File: src/rtl/fes_pkg.sv
package fes_pkg;

  localparam int NUM_STEPS = 9;
  localparam int STEP_W    = $clog2(NUM_STEPS);

  typedef enum logic [STEP_W-1:0] {
    ST_FETCH  = STEP_W'(0),
    ST_PCWB   = STEP_W'(1),
    ST_IRLD   = STEP_W'(2),
    ST_DECODE = STEP_W'(3),
    ST_OPADDR = STEP_W'(4),
    ST_OPWAIT = STEP_W'(5),
    ST_LOADY  = STEP_W'(6),
    ST_SUM    = STEP_W'(7),
    ST_WRITE  = STEP_W'(8)
  } step_e;

  typedef struct packed {
    logic pc_out;
    logic pc_in;
    logic mar_in;
    logic mem_rd;
    logic alu_use_const;
    logic alu_add;
    logic z_in;
    logic z_out;
    logic mdr_out;
    logic ir_in;
    logic ira_out;
    logic r1_out;
    logic r1_in;
    logic y_in;
    logic wait_mem;
    logic end_instr;
  } ctrl_t;

  localparam ctrl_t CTRL_IDLE = '0;

endpackage

File: src/rtl/fes_step_ctr.sv
module fes_step_ctr
  import fes_pkg::*;
(
  input  logic  clk,
  input  logic  rst,
  input  logic  mfc,
  input  logic  ins,
  output step_e step_nxt
);

  step_e step_q;

  // step_q is the step whose strobes are on the outputs; reset parks it on
  // the closing step so the first edge after release presents the fetch.
  always_comb begin
    step_nxt = step_q;
    unique case (step_q)
      ST_FETCH:  step_nxt = ST_PCWB;
      ST_PCWB:   step_nxt = mfc ? ST_IRLD : ST_PCWB;
      ST_IRLD:   step_nxt = ST_DECODE;
      ST_DECODE: step_nxt = ins ? ST_OPADDR : ST_DECODE;
      ST_OPADDR: step_nxt = ST_OPWAIT;
      ST_OPWAIT: step_nxt = mfc ? ST_LOADY : ST_OPWAIT;
      ST_LOADY:  step_nxt = ST_SUM;
      ST_SUM:    step_nxt = ST_WRITE;
      ST_WRITE:  step_nxt = ST_FETCH;
      default:   step_nxt = ST_FETCH;
    endcase
  end

  always_ff @(posedge clk) begin
    if (rst) step_q <= ST_WRITE;
    else     step_q <= step_nxt;
  end

endmodule

File: src/rtl/fes_strobe_dec.sv
module fes_strobe_dec
  import fes_pkg::*;
(
  input  step_e step,
  output ctrl_t ctrl
);

  always_comb begin
    ctrl = CTRL_IDLE;
    unique case (step)
      ST_FETCH: begin
        ctrl.pc_out        = 1'b1;
        ctrl.mar_in        = 1'b1;
        ctrl.mem_rd        = 1'b1;
        ctrl.alu_use_const = 1'b1;
        ctrl.alu_add       = 1'b1;
        ctrl.z_in          = 1'b1;
      end
      ST_PCWB: begin
        ctrl.z_out    = 1'b1;
        ctrl.pc_in    = 1'b1;
        ctrl.wait_mem = 1'b1;
      end
      ST_IRLD: begin
        ctrl.mdr_out = 1'b1;
        ctrl.ir_in   = 1'b1;
      end
      ST_DECODE: ctrl = CTRL_IDLE;
      ST_OPADDR: begin
        ctrl.ira_out = 1'b1;
        ctrl.mar_in  = 1'b1;
        ctrl.mem_rd  = 1'b1;
      end
      ST_OPWAIT: ctrl.wait_mem = 1'b1;
      ST_LOADY: begin
        ctrl.r1_out = 1'b1;
        ctrl.y_in   = 1'b1;
      end
      ST_SUM: begin
        ctrl.mdr_out = 1'b1;
        ctrl.alu_add = 1'b1;
        ctrl.z_in    = 1'b1;
      end
      ST_WRITE: begin
        ctrl.z_out     = 1'b1;
        ctrl.r1_in     = 1'b1;
        ctrl.end_instr = 1'b1;
      end
      default: ctrl = CTRL_IDLE;
    endcase
  end

endmodule

File: src/rtl/fes_out_reg.sv
module fes_out_reg
  import fes_pkg::*;
(
  input  logic  clk,
  input  logic  rst,
  input  ctrl_t ctrl_d,
  output ctrl_t ctrl_q
);

  always_ff @(posedge clk) begin
    if (rst) ctrl_q <= CTRL_IDLE;
    else     ctrl_q <= ctrl_d;
  end

endmodule

File: src/rtl/fetch_exec_seq.sv
module fetch_exec_seq
  import fes_pkg::*;
(
  input  logic clk,
  input  logic rst,
  input  logic mfc,
  input  logic ins,
  output logic pc_out,
  output logic pc_in,
  output logic mar_in,
  output logic mem_rd,
  output logic alu_use_const,
  output logic alu_add,
  output logic z_in,
  output logic z_out,
  output logic mdr_out,
  output logic ir_in,
  output logic ira_out,
  output logic r1_out,
  output logic r1_in,
  output logic y_in,
  output logic wait_mem,
  output logic end_instr
);

  step_e step_nxt;
  ctrl_t ctrl_d;
  ctrl_t ctrl_q;

  fes_step_ctr u_ctr (
    .clk      (clk),
    .rst      (rst),
    .mfc      (mfc),
    .ins      (ins),
    .step_nxt (step_nxt)
  );

  // Decode the step being entered so the strobes land in flip-flops
  // on the same edge as the step itself.
  fes_strobe_dec u_dec (
    .step (step_nxt),
    .ctrl (ctrl_d)
  );

  fes_out_reg u_oreg (
    .clk    (clk),
    .rst    (rst),
    .ctrl_d (ctrl_d),
    .ctrl_q (ctrl_q)
  );

  assign pc_out        = ctrl_q.pc_out;
  assign pc_in         = ctrl_q.pc_in;
  assign mar_in        = ctrl_q.mar_in;
  assign mem_rd        = ctrl_q.mem_rd;
  assign alu_use_const = ctrl_q.alu_use_const;
  assign alu_add       = ctrl_q.alu_add;
  assign z_in          = ctrl_q.z_in;
  assign z_out         = ctrl_q.z_out;
  assign mdr_out       = ctrl_q.mdr_out;
  assign ir_in         = ctrl_q.ir_in;
  assign ira_out       = ctrl_q.ira_out;
  assign r1_out        = ctrl_q.r1_out;
  assign r1_in         = ctrl_q.r1_in;
  assign y_in          = ctrl_q.y_in;
  assign wait_mem      = ctrl_q.wait_mem;
  assign end_instr     = ctrl_q.end_instr;

endmodule

File: config.mk
export PLATFORM = sky130hd
export DESIGN_NAME = fetch_exec_seq
export DESIGN_NICKNAME = d
export VERILOG_FILES = /design/src/rtl/fes_pkg.sv /design/src/rtl/fes_step_ctr.sv /design/src/rtl/fes_strobe_dec.sv /design/src/rtl/fes_out_reg.sv /design/src/rtl/fetch_exec_seq.sv
export SDC_FILE = /design/constraint.sdc
export NUM_CORES = 1
export LEC_CHECK = 0
export BUFFER_PORTS_ARGS = -buffer_cell sky130_fd_sc_hd__clkbuf_2
export CORE_AREA = 2 2 39 41
export DETAILED_ROUTE_END_ITERATION = 8
export DIE_AREA = 0 0 41 43
export GPL_TIMING_DRIVEN = 0
export PLACE_DENSITY_LB_ADDON = 0.08
export SKIP_CTS_REPAIR_TIMING = 1
export SYNTH_ARGS = -nofsm -noshare
export SYNTH_HDL_FRONTEND = slang
export SYNTH_SLANG_ARGS = --single-unit
File: constraint.sdc
create_clock -name clk -period 1.5 [get_ports clk]
set_clock_uncertainty 0.2 [all_clocks]
set_input_delay 0.3 -clock clk [delete_from_list [all_inputs] [get_ports clk]]
set_output_delay 0.3 -clock clk [all_outputs]
set_load 0.03 [all_outputs]
==> out/qor.csv <==
stage;metric;value;unit
timing;worst_pin_slew;297;ps
timing;finalSetupTns;0;ps
power;p_total;0.000727;W
finish;design_area;706;um2
grt;grt_util_all_layers;14.8;%
floorplan;dieArea;1760;um2
logic_synthesis;syn_nets;63;
clocking;cts.path.max_buffers;2;
drt;viasPerCell;4.73;
min_path;hold_start;rst;
min_path;hold_depth;2;
place;port_buffers;19;
finish;diodes;0;
critical_path;r2r_end;u_oreg.ctrl_q[6];
floorplan;initial_core_util;40.8;%
clocking;htreeDepth;1;
critical_path;worstPathMaxFanout;2;
place;place.gp.congestion;0.759;
finish;area_delta_synth_final;25.1;%
critical_path;end_kind;primary output;
drt;drc_errors;0;
drt;drt_iter0_drc;5;
timing;fmax;712;MHz
finish;drive_above_1_share;39.0;%
logic_synthesis;syn_avg_cell_area;9.56;um2
logic_synthesis;syn_inst;59;
drt;avgRoutedWirePerCell;9.99;um
critical_path;r2r_cells;4;
min_path;whs_endpoint;u_oreg.ctrl_q[11];
status;status;complete, no violations;
logic_synthesis;synth_edf_count;0;
floorplan;die_w;41;um
floorplan;fp.dieH;43;um
critical_path;regToRegSetupSlack;140;ps
timing;slew_headroom;80.0;%
place;dpl-instance-area;679;um2
timing;period_share;93.7;%
drt;num_vias;464;
logic_synthesis;synth_seq_cells;15;
min_path;hold_path.class;in2reg;
floorplan;core;1380;um2
run;drv_cap;0;
floorplan;ioPinCount;20;
drt;drtPass1Iterations;4;
timing;rsz0062_at_grt;false;
clocking;cts_tree;yes;
floorplan;rows;14;
logic_synthesis;yosys.cell_types.count;24;
clocking;clkLatencyLatePin;270;ps
timing;period_minus_slack;1400;ps
clocking;cts.sink_count;15;
clocking;numCtsBuffers;3;
drt;routed_wl;979;um
grt;grt_max_degree;11;
timing;setup_viol;0;
timing;slew_viol_final;0;
logic_synthesis;seq_area_frac_synth;53.2;%
clocking;cts.clk_slew.worst_paths;80;ps
drt;final_antenna_net_count;0;
critical_path;worstPathRequired;1000;ps
finish;nets;87;
logic_synthesis;async_flop_share;0;%
clocking;cts-root-buf;clkbuf_4;
place;dpl.hpwl;735;um
logic_synthesis;synth_ff_type;dfxtp_1;
timing;finalHoldViolCount;0;
grt;grt_overflow;0;
power;peakVddDrop;0.000488;V
critical_path;critPathKind;reg2out;
grt;first_global_vias;435;
grt;antenna_found_initial;0;
critical_path;startpoint_type;flop;
logic_synthesis;yosys_warnings;0;
critical_path;arrival;900;ps
logic_synthesis;netlist_area;564;um2
power;power.density;1030;nW/um2
critical_path;timing.rr.start;u_ctr.step_q[1];
power;power_leakage;0.342;nW
grt;grt_pass1_wl;1730;um
## Yosys cell counts (2+ instances only)
| cell | instances | area, um2 |
|---|---|---|
| dfxtp_1 | 15 | 300 |
| nor2_1 | 7 | 26.3 |
| a21oi_1 | 5 | 25.0 |
| buf_4 | 5 | 37.5 |
| nand2_1 | 4 | 15.0 |
| buf_2 | 3 | 15.0 |
| inv_1 | 2 | 7.51 |
| nor3_1 | 2 | 10.0 |
## flip-flops by register name, indices dropped and copies added, names as in the netlist
name	count
u_ctr.step_q	4
u_oreg.ctrl_q	11
## layout make-up
cell class                      count  area, um2
Fill cell                         151        678
Sequential cell                    15        300
Multi-Input combinational cell     33        193
Timing Repair Buffer               19       95.1
Buffer                              9       63.8
Clock buffer                        4       26.3
Tap cell                           16       20.0
Inverter                            2       7.51
## worst max-delay path by stage
stage                     depth (start not counted)           endpoint             start  slack (ps)
after floorplan                                   4  u_oreg.ctrl_q[14]   u_ctr.step_q[3]         250
after CTS                                         2               y_in  u_oreg.ctrl_q[4]          70
after global routing                              4   u_oreg.ctrl_q[6]   u_ctr.step_q[1]          20
final                                             2               y_in  u_oreg.ctrl_q[4]         100
after detailed placement                          5  u_oreg.ctrl_q[14]               rst         100
after global placement                            5  u_oreg.ctrl_q[14]               rst         120
## cells in the final DEF, fill, tap and decap left out, types with 2 or more instances in the layout
| cell | Yosys | layout |
|---|---|---|
| clkbuf_2 | 0 | 19 |
| dfxtp_1 | 15 | 15 |
| nor2_1 | 7 | 7 |
| a21oi_1 | 5 | 5 |
| buf_4 | 5 | 5 |
| nand2_1 | 4 | 4 |
| buf_2 | 3 | 3 |
| clkbuf_4 | 0 | 3 |
| inv_1 | 2 | 2 |
| nor3_1 | 2 | 2 |
## report_power, final
part	total, W	internal, W	switching [W]
Clock	0.000222	0.000103	0.000119
Sequential	0.000416	0.000411	0.00000520
Combinational	0.0000893	0.0000321	0.0000573
Total	0.000727	0.000546	0.000181
## through the flow
stage | worst slack (ps) | cells | utilization, % | hold WS, ps
3_3_place_gp | 118 | 94 | 49.1 | 354
5_1_grt | 21.2 | 98 | 51.0 | 60.2
6_report | 95.2 | 98 | 51.0 | 65.4
3_5_place_dp | 98.8 | 94 | 49.1 | 347
4_1_cts | 72.9 | 98 | 51.0 | 57.8
2_1_floorplan | 253 | 59 | - | 167
## metal layers
metal / track usage (%) / part of all wire, %
met1: 18.1 / 44
met2: 20.9 / 48
met3: 3.14 / 6.2
met4: 12.0 / 1.8
met5: 0 / 0
## critical path: stages, from the launching register on
cell and delay [ps]:
dfxtp_1 340, buf_4 100, clkbuf_2 190
## kinds of logic (layout without fill, tap and decap cells)
kind of cell,count (synthesis),in the layout,share of synthesized area (%)
AO/OA/AOI/OAI,14,14,17.7
buffers and inverters,11,34,12.6
flip-flops,15,15,53.2
AND/OR/NAND/NOR,19,19,16.4
Note: power is estimated with default switching activity, not from simulation.
